### src/rtl/cseq_pkg.sv
package cseq_pkg;

   typedef enum logic [1:0] {
      M_UVLO  = 2'd0,
      M_SLEEP = 2'd1,
      M_RUN   = 2'd2,
      M_FAULT = 2'd3
   } mode_e;

   typedef struct packed {
      logic osc_en;
      logic gate_en;
      logic ref_en;
      logic ct_dis;
      logic ss_dis;
      logic chg_en;
      logic lo_hold;
   } drv_s;

   localparam int FLAG_N = 5;

   localparam int F_VON  = 0;
   localparam int F_VOFF = 1;
   localparam int F_SDEN = 2;
   localparam int F_SBY  = 3;
   localparam int F_OCP  = 4;

endpackage

### src/rtl/cseq_sync.sv
module cseq_sync #(
   parameter int WIDTH  = 5,
   parameter int STAGES = 2
) (
   input  logic             clk,
   input  logic             rst_n,
   input  logic [WIDTH-1:0] d,
   output logic [WIDTH-1:0] q
);

   generate
      if (STAGES < 2) begin : g_bad_depth
         $error("cseq_sync: STAGES must be at least 2");
      end
      if (WIDTH < 1) begin : g_bad_width
         $error("cseq_sync: WIDTH must be at least 1");
      end
   endgenerate

   logic [WIDTH-1:0] stg [STAGES];

   always_ff @(posedge clk or negedge rst_n) begin
      if (!rst_n) begin
         for (int i = 0; i < STAGES; i++) begin
            stg[i] <= '0;
         end
      end else begin
         stg[0] <= d;
         for (int i = 1; i < STAGES; i++) begin
            stg[i] <= stg[i-1];
         end
      end
   end

   assign q = stg[STAGES-1];

endmodule

### src/rtl/cseq_blank.sv
module cseq_blank #(
   parameter int BLANK_CYC = 16
) (
   input  logic clk,
   input  logic rst_n,
   input  logic lo,
   input  logic lo_start,
   output logic win_open,
   output logic blanking
);

   localparam int CW = (BLANK_CYC < 2) ? 1 : $clog2(BLANK_CYC + 1);
   localparam logic [CW-1:0] LOAD = CW'(BLANK_CYC);

   generate
      if (BLANK_CYC < 1) begin : g_bad_blank
         $error("cseq_blank: BLANK_CYC must be at least 1");
      end
   endgenerate

   logic [CW-1:0] cnt_q;
   logic          armed_q;
   logic          cnt_zero;

   assign cnt_zero = (cnt_q == '0);

   always_ff @(posedge clk or negedge rst_n) begin
      if (!rst_n) begin
         cnt_q   <= '0;
         armed_q <= 1'b0;
      end else begin
         if (lo_start) begin
            cnt_q   <= LOAD;
            armed_q <= 1'b1;
         end else if (!lo) begin
            cnt_q   <= '0;
            armed_q <= 1'b0;
         end else if (!cnt_zero) begin
            cnt_q   <= cnt_q - 1'b1;
         end
      end
   end

   assign win_open = lo && armed_q && cnt_zero;
   assign blanking = !cnt_zero;

endmodule

### src/rtl/cseq_fsm.sv
module cseq_fsm
   import cseq_pkg::*;
(
   input  logic  clk,
   input  logic  rst_n,
   input  logic  von,
   input  logic  voff,
   input  logic  sden,
   input  logic  sby,
   input  logic  trip,
   output mode_e mode,
   output drv_s  drv
);

   mode_e mode_q;
   mode_e mode_d;

   always_comb begin
      mode_d = mode_q;
      if (voff) begin
         mode_d = M_UVLO;
      end else begin
         unique case (mode_q)
            M_UVLO:  if (von)  mode_d = M_SLEEP;
            M_SLEEP: if (sden) mode_d = M_RUN;
            M_RUN: begin
               if (trip)     mode_d = M_FAULT;
               else if (sby) mode_d = M_SLEEP;
            end
            M_FAULT: mode_d = M_FAULT;
            default: mode_d = M_UVLO;
         endcase
      end
   end

   always_ff @(posedge clk or negedge rst_n) begin
      if (!rst_n) mode_q <= M_UVLO;
      else        mode_q <= mode_d;
   end

   always_comb begin
      drv = '0;
      unique case (mode_q)
         M_UVLO: begin
            drv.ss_dis  = 1'b1;
            drv.lo_hold = 1'b1;
         end
         M_SLEEP: begin
            drv.ss_dis = 1'b1;
            drv.chg_en = 1'b1;
         end
         M_RUN: begin
            drv.osc_en  = 1'b1;
            drv.gate_en = 1'b1;
            drv.ref_en  = 1'b1;
         end
         M_FAULT: begin
            drv.ct_dis = 1'b1;
            drv.ss_dis = 1'b1;
         end
         default: drv.lo_hold = 1'b1;
      endcase
   end

   assign mode = mode_q;

endmodule

### src/rtl/conv_mode_seq.sv
module conv_mode_seq
   import cseq_pkg::*;
#(
   parameter int SYNC_STAGES = 2,
   parameter int BLANK_CYC   = 16
) (
   input  logic clk,
   input  logic rst_n,
   input  logic vcc_above_on,
   input  logic vcc_below_off,
   input  logic sd_above_en,
   input  logic sd_below_sby,
   input  logic ocp_flag,
   input  logic lo,
   input  logic lo_start,
   output logic osc_en,
   output logic gate_en,
   output logic ref_en,
   output logic ct_dis,
   output logic ss_dis,
   output logic chg_en,
   output logic lo_hold
);

   logic [FLAG_N-1:0] flag_raw;
   logic [FLAG_N-1:0] flag_s;
   logic              win_open;
   logic              blanking;
   logic              trip;
   mode_e             mode;
   drv_s              drv;

   assign flag_raw[F_VON]  = vcc_above_on;
   assign flag_raw[F_VOFF] = vcc_below_off;
   assign flag_raw[F_SDEN] = sd_above_en;
   assign flag_raw[F_SBY]  = sd_below_sby;
   assign flag_raw[F_OCP]  = ocp_flag;

   cseq_sync #(
      .WIDTH  (FLAG_N),
      .STAGES (SYNC_STAGES)
   ) u_sync (
      .clk   (clk),
      .rst_n (rst_n),
      .d     (flag_raw),
      .q     (flag_s)
   );

   cseq_blank #(
      .BLANK_CYC (BLANK_CYC)
   ) u_blank (
      .clk      (clk),
      .rst_n    (rst_n),
      .lo       (lo),
      .lo_start (lo_start),
      .win_open (win_open),
      .blanking (blanking)
   );

   assign trip = (mode == M_RUN) && win_open && flag_s[F_OCP];

   cseq_fsm u_fsm (
      .clk   (clk),
      .rst_n (rst_n),
      .von   (flag_s[F_VON]),
      .voff  (flag_s[F_VOFF]),
      .sden  (flag_s[F_SDEN]),
      .sby   (flag_s[F_SBY]),
      .trip  (trip),
      .mode  (mode),
      .drv   (drv)
   );

   assign osc_en  = drv.osc_en;
   assign gate_en = drv.gate_en && !trip;
   assign ref_en  = drv.ref_en;
   assign ct_dis  = drv.ct_dis;
   assign ss_dis  = drv.ss_dis;
   assign chg_en  = drv.chg_en;
   assign lo_hold = drv.lo_hold;

endmodule

### config.mk
export PLATFORM = sky130hd
export DESIGN_NAME = conv_mode_seq
export DESIGN_NICKNAME = d
export VERILOG_FILES = /design/src/rtl/cseq_pkg.sv /design/src/rtl/cseq_sync.sv /design/src/rtl/cseq_blank.sv /design/src/rtl/cseq_fsm.sv /design/src/rtl/conv_mode_seq.sv
export SDC_FILE = /design/constraint.sdc
export NUM_CORES = 1
export LEC_CHECK = 0
export BUFFER_PORTS_ARGS = -buffer_cell sky130_fd_sc_hd__buf_2
export CAP_MARGIN = 20
export CORE_MARGIN = 2
export CORE_UTILIZATION = 35
export CTS_CLUSTER_DIAMETER = 80
export CTS_CLUSTER_SIZE = 40
export DETAILED_ROUTE_END_ITERATION = 6
export GPL_TIMING_DRIVEN = 0
export HOLD_SLACK_MARGIN = 0.1
export SYNTH_ARGS = -nofsm -noshare
export SYNTH_HDL_FRONTEND = slang
export SYNTH_SLANG_ARGS = --single-unit
### constraint.sdc
create_clock -name clk -period 1.6 [get_ports clk]
set_input_delay 0.16 -clock clk [delete_from_list [all_inputs] [get_ports clk]]
set_output_delay 0.16 -clock clk [all_outputs]
set_load 0.01 [all_outputs]
==> results.ini, run 1 <==
[routing]
wire_per_inst_um=11.6
route.vias.total=519
ant_nets=0
drt_first_pass_iters=3
drt_iter0_markers=8
drt-total-wl_um=1330
post_drt_via_cell_ratio=4.51
route.detailed.drc=0

[layout]
drive_gt1_share_pct=40.9
fin_nets=99
area_growth_syn_to_layout_pct=43.4
diodes=0
fin_cells=115

[run]
maxCapViolations=0

[synth]
syn_inst=56
synth_top_area_share_pct=64.9
ys_seq_area_share_pct=64.9
ys_warn_count=0
synth_seq_cells=18
synth_nets=66
syn_area_per_cell_um2=12.4
syn_area_um2=694
netlist_top_cells_area=dfrtp_1 65%, nand2b_1 3.6%, nor2_1 3.2%
yosysTopAreaCell=dfrtp_1
ys_types=21

[global_routing]
grtUsageTotal_pct=13.6
grt_max_degree=19
antenna_found_initial=0
grt_pass1_wl_um=2350
gr-total-overflow=0
grt_pass1_vias=551

[pwr]
pwr_density_cell_nw_per_um2=973
max-vdd-ir-drop_uv=493
p_leak_nw=0.473
p_total_mw=0.969

[timing]
setup_violations=1
finalSetupTns_ns=-0.122
hold_viol=0
setup_ws_ns=-0.122
relSlewSlack_pct=74.4
worst_slew_pin_slew_ns=0.384
finClkSkew_ns=0.00735
period_minus_slack_ns=1.72
fin_crit_sh_pct=108
slew_violations=0
rsz0062_at_grt=yes
timing.fmax_mhz=581

[floorplanning]
io-pin-count=16
die_area_um2=2360
rows=16
dieWidth_um=48.5
die_h_um=48.5
fp.coreArea_um2=1920
start_util_pct=36.1

[clocking]
root_buffer=clkbuf_4
clock-sinks=18
htreeDepth=1
cts_tree=yes
clk_latency_ns=0.29
clk_path_buf_depth=2
clkTransAtPathRegs_ns=0.10
cts-buffers-inserted=3

[worst_setup_path]
crit_arrival_ns=1.56
worstSetupPathType=flip-flop to output port
endpoint_kind=output port
cp_slowest_cell=dfrtp_1
worstPathRequired_ns=1.44
path_cells=inv_2 > ha_4 > nor4b_4 > nand4_1 > and2_1 > buf_2
cpPeakStageDelay_ns=0.41
cp_max_fo=2
crit_path_start_kind=flip-flop

[place]
gp_congestion=0.735
io_buffers=15
pre_cts_ws_ns=-0.0673
post-dp-hpwl_um=793
dp_cells=98

[status]
status=finished, violations left
violations=setup timing

[hold_path]
hp-class=input pin to flip-flop

## path summary, 6_finish.rpt
| kind | slack [ns] | startpoint | cells past startpoint | to |
|---|---|---|---|---|
| worst min-delay path | 0.12 | lo | 2 | u_blank.armed_q$_DFFE_PN0P_ |
| max in group asynchronous | 1.01 | rst_n | 2 | u_sync.q[2]$_DFF_PN0_ |
| worst max-delay path | -0.12 | u_blank.cnt_q[1]$_DFFE_PN0P_ | 6 | gate_en |
| min in group asynchronous | 0.31 | rst_n | 2 | u_blank.cnt_q[4]$_DFFE_PN0P_ |
| worst max register to register | 0.07 | u_blank.cnt_q[1]$_DFFE_PN0P_ | 6 | u_blank.cnt_q[2]$_DFFE_PN0P_ |
| worst min register to register | 0.35 | u_sync.stg[9]$_DFF_PN0_ | 0 | u_sync.q[4]$_DFF_PN0_ |
## sequential cells by signal, indices dropped and copies added, names as in the netlist
| name | flops |
|---|---|
| u_fsm.mode | 2 |
| u_sync.stg | 5 |
| u_blank.cnt_q | 5 |
| u_blank.armed_q | 1 |
| u_sync.q | 5 |
## kinds of logic after synthesis
family | count (synthesis) | share of synthesized area, %
AO/OA/AOI/OAI | 8 | 8.83
adder cells (fa/ha/maj) | 1 | 1.80
buffers and inverters | 5 | 3.24
flip-flops | 18 | 64.9
AND/OR/NAND/NOR | 24 | 21.3
## layout by cell type (no fill, tap or decap), types with 3 or more instances in the layout
cell type and n:
buf_2 15, buf_4 7, clkbuf_4 3, dfrtp_1 18
dlygate4sd3_1 7, nand2b_1 4, nor2_1 5
## cells in the mapped netlist
cell,instances
or2b_1,1
nor3_1,2
a21oi_1,2
or4b_4,1
a21o_1,1
a211oi_2,1
nand2b_1,4
a31o_2,1
nor2_1,6
buf_4,1
o21ai_0,1
nand3b_1,2
ha_1,1
nor4b_2,1
dfrtp_1,18
inv_1,4
a221oi_1,2
nor2b_1,2
nand2_1,2
and2_1,2
nand4_1,1
## per-stage QoR
step	util [%]	instance area, um2	hold WS (ns)
final	51.8	996	0.116
after global routing	51.8	996	0.109
after CTS	50.8	976	0.106
after detailed placement	41.8	803	0.104
after global placement	41.8	803	0.104
after floorplan	-	694	-0.136
## power by group
group	internal, mW	switching, mW
Combinational	0.103	0.0800
Sequential	0.484	0.0276
Clock	0.139	0.136
## critical path, delay by kind of cell (launching register included)
kind | cells | cell delay (ns)
adders and majority gates | 1 | 0.14
buffers and inverters | 2 | 0.21
DFF | 1 | 0.41
and+or+nand+nor | 3 | 0.52
## per-layer routing
| metal | vias up | GRT usage (%) | part of all wire, % |
|---|---|---|---|
| li1 | 252 | - | - |
| met1 | 247 | 14.7 | 41 |
| met2 | 16 | 23.1 | 51 |
| met3 | 4 | 1.23 | 4.1 |
| met4 | 0 | 12.9 | 4.1 |
| met5 | - | 0 | 0 |
## final cells by class
class                      instances  area (um2)
sequential                        18         450
tap                               27        33.8
inverter                           4        15.0
buffer                             1        7.51
clock buffer                       4        36.3
fill                             183         926
multi-input combinational         33         263
timing repair buffer              28         190
## what timing repair did
| action | CTS | global route |
|---|---|---|
| hold endpoints to repair | 25 | 0 |
| endpoints found under the setup margin | 3 | 4 |
| pin swaps | 3 | 5 |
| setup buffers | 6 | 3 |
| gates resized for setup | 5 | 4 |
| hold buffers | 7 | 0 |
No activity file was read; power rests on OpenSTA's default activity.
==> run 2, diff against run 1 <==
--- a/config.mk
+++ b/config.mk
@@ -16,4 +16,5 @@
 export HOLD_SLACK_MARGIN = 0.1
 export SYNTH_ARGS = -nofsm -noshare
 export SYNTH_HDL_FRONTEND = slang
+export SYNTH_HIERARCHICAL = 1
 export SYNTH_SLANG_ARGS = --single-unit
==> run 2 against run 1 <==
Compared with the run above: the run still ends with setup timing left; synthesized cell count up 14%; setup slack lost 0.27 ns; highest routed layer unchanged; synthesized area rose by 8.1%; maximum frequency fell by 14%; largest cell class unchanged; clock skew is 0.00085 ns lower; cell count rose by 5.2%; count of clock-buffer cells in the layout is the same; largest power group unchanged; critical path depth up 1; register-to-register slack got worse by 0.33 ns; die area is 7.4% higher.
==> results.ini, run 2 <==
[routing]
route.vias.total=532  ; +2.5%
drt_first_pass_iters=4  ; +1
post_drt_via_cell_ratio=4.40  ; -2.6%
drt-total-wl_um=1220  ; -8.7%
drt_iter0_markers=4  ; -4
ant_nets=0  ; unchanged
wire_per_inst_um=10.1  ; -13%
route.detailed.drc=0  ; unchanged

[clocking]
clk_path_buf_depth=2  ; unchanged
clock-sinks=18  ; unchanged
cts_tree=yes
cts-buffers-inserted=3  ; unchanged
clk_latency_ns=0.30  ; about the same
htreeDepth=1  ; unchanged
root_buffer=clkbuf_4
clkTransAtPathRegs_ns=0.10  ; about the same

[worst_setup_path]
endpoint_kind=output port
cp_max_fo=2  ; unchanged
crit_arrival_ns=1.84  ; +0.28 ns
crit_path_start_kind=flip-flop
rr_worst_depth=9  ; +3
worstSetupPathType=flip-flop to output port
worstPathRequired_ns=1.44  ; about the same

[global_routing]
grt_use_met1_pct=12.1  ; -2.6 points
grtUsageTotal_pct=11.2  ; -2.3 points
antenna_found_initial=0  ; unchanged
gr-total-overflow=0  ; unchanged
grt_busiest_layer=met2
grtUsageMet3_pct=2.68  ; +1.4 points
grt_pass1_wl_um=2010  ; -14%
grt_pass1_vias=506  ; -8.2%
met2_usage_pct=17.5  ; -5.6 points
grt_max_degree=19  ; unchanged

[status]
status=finished, violations left
violations=setup timing

[timing]
finClkSkew_ns=0.00651  ; -0.000846 ns
hold_ws_ns=0.123  ; +0.00728 ns
worst_slew_pin_slew_ns=0.391  ; +0.00741 ns
slew_violations=0  ; unchanged
relSlewSlack_pct=73.9  ; -0.49 points
timing.fmax_mhz=501  ; -14%
fin_crit_sh_pct=125  ; +17 points
setup_ws_ns=-0.397  ; -0.274 ns
setup_violations=3  ; +2
period_minus_slack_ns=2.00  ; +0.274 ns
rsz0062_at_grt=yes
hold_viol=0  ; unchanged

[floorplanning]
dieWidth_um=50.3  ; +3.7%
die_area_um2=2530  ; +7.4%
rows=16  ; unchanged
die_h_um=50.3  ; +3.7%
start_util_pct=37.5  ; +1.4 points
fp.coreArea_um2=2000  ; +4.2%
io-pin-count=16  ; unchanged

[place]
io_buffers=15  ; unchanged
pre_cts_ws_ns=-0.421  ; -0.353 ns
dp_cells=106  ; +8.2%
gp_congestion=0.762  ; +3.7%
post-dp-hpwl_um=840  ; +6.0%

[synth]
synth_nets=74  ; +12%
yosysTopAreaCell=dfrtp_1
ys.flop_type=dfrtp_1
synth-async-reset-ratio_pct=100  ; unchanged
syn_area_per_cell_um2=11.7  ; -5.4%
synth-edff-count=0  ; unchanged
yosysMostFrequentCell=dfrtp_1
ys_types=24  ; +14%
synth_top_area_share_pct=60.0  ; -4.9 points
netlist_top_cells_area=dfrtp_1 60%, buf_4 7.0%, nand2b_1 3.3%
syn_inst=64  ; +14%
ys_warn_count=6  ; +6
ys_seq_area_share_pct=60.0  ; -4.9 points
yosys-top-cells-count=18 x dfrtp_1, 7 x buf_4, 6 x nor2_1
syn_area_um2=751  ; +8.1%
synth_seq_cells=18  ; unchanged

[pwr]
intPower_mw=0.736  ; +1.4%
pwr-share-clk_pct=28.5  ; +0.2 points
p_total_mw=0.980  ; +1.2%
max-vdd-ir-drop_uv=534  ; +8.3%
p_comb_share_pct=19.9  ; +1.0 points
pwr_density_cell_nw_per_um2=957  ; -1.7%
p_leak_nw=0.497  ; +5.1%
seq_power_share_pct=51.6  ; -1.2 points
switching_share_pct=24.9  ; -0.19 points
p_switching_mw=0.244  ; +0.37%

[layout]
fin_nets=105  ; +6.1%
nFillCells=186  ; +1.6%
diodes=0  ; unchanged
final_common_cell=dfrtp_1
fin_cells=121  ; +5.2%
drive_gt1_share_pct=45.7  ; +4.8 points
area_growth_syn_to_layout_pct=36.5
final_cell_mix=18 x dfrtp_1, 15 x buf_2, 12 x buf_4

[hold_path]
min_delay_path_depth=2  ; unchanged
hp-class=input pin to flip-flop

[run]
maxCapViolations=0  ; unchanged

## run 2: cell count changes in the layout (fill, tap and decap cells not counted), sizes merged
| cell | previous run | this run |
|---|---|---|
| buf | 22 | 27 |
| a221oi | 2 | 0 |
| a21o | 1 | 0 |
| a21oi | 2 | 3 |
| a22o | 0 | 1 |
| and2 | 2 | 1 |
| and2b | 0 | 1 |
| and4b | 0 | 1 |
| nand4 | 1 | 0 |
| nor3 | 2 | 3 |
| nor4b | 1 | 0 |
| o21ai | 1 | 2 |
| xnor2 | 0 | 1 |
## run 2: stage by stage
step                setup TNS [ns]  cell area, um2  utilization (%)
floorplan                   -0.643             763                -
global placement             -1.05             872             43.6
global route                 -1.19            1020             51.2
detailed placement           -1.09             872             43.6
CTS                         -0.912            1010             50.7
finish                      -0.826            1020             51.2
## run 2: cell type report
cell class	count	area, um2	share of cell area, %
Timing Repair Buffer	27	183	17.8
Clock buffer	4	36.3	3.54
Sequential cell	18	450	44.0
Buffer	7	52.6	5.13
Multi-Input combinational cell	34	254	24.8
Inverter	4	15.0	1.47
Tap cell	27	33.8	3.30
## run 2: final timing paths
kind                                           endpoint  slack [ns]                    startpoint
min                        u_blank/cnt_q[4]$_DFFE_PN0P_        0.12                            lo
min in group asynchronous  u_blank/cnt_q[0]$_DFFE_PN0P_        0.30                         rst_n
min reg2reg                       u_sync/q[3]$_DFF_PN0_        0.36       u_sync/stg[8]$_DFF_PN0_
max in group asynchronous         u_sync/q[0]$_DFF_PN0_        1.01                         rst_n
max reg2reg                   u_fsm/mode[0]$_DFFE_PN0P_       -0.26  u_blank/cnt_q[0]$_DFFE_PN0P_
max                                             gate_en       -0.40  u_blank/cnt_q[0]$_DFFE_PN0P_
## run 2: power groups by stage
stage                     logic (mW)  clock network (mW)  registers [mW]
final                          0.195               0.279           0.506
after global routing           0.217               0.310           0.511
after CTS                      0.190               0.292           0.507
after detailed placement       0.159                   0           0.517
after global placement         0.155                   0           0.515
after floorplan                0.115                   0           0.510
## run 2: cells by family (layout without fill, tap and decap cells)
logic type / Yosys count / after routing / share of synthesized area, %
flops: 18 / 18 / 60.0
simple gates: 24 / 24 / 20.2
compound gates: 8 / 8 / 7.33
xor+xnor: 1 / 1 / 1.17
buf+inv: 12 / 42 / 9.67
fa+ha+maj: 1 / 1 / 1.67
## run 2: timing repair
item | 4_1_cts | 5_1_grt
setup buffers | 5 | 0
pin swaps | 3 | 1
cloned | 0 | 0
hold buffers | 7 | 0
resized for setup | 3 | 2
setup endpoints to repair | 3 | 3
hold endpoints to repair | 25 | 0
## run 2: per-layer routing
layer	part of all wire, %	vias up	wire length, um
met5	0	-	0
met4	4.0	0	49
met3	4.9	5	60
met2	47	16	569
met1	44	246	538
li1	-	265	-
## run 2: worst max-delay path: stages, from the launching register on
cell	delay, ns
dfrtp_1	0.40
inv_2	0.07
ha_4	0.12
or4b_4	0.46
nor2_2	0.08
and4b_1	0.22
nor2b_2	0.05
buf_2	0.13
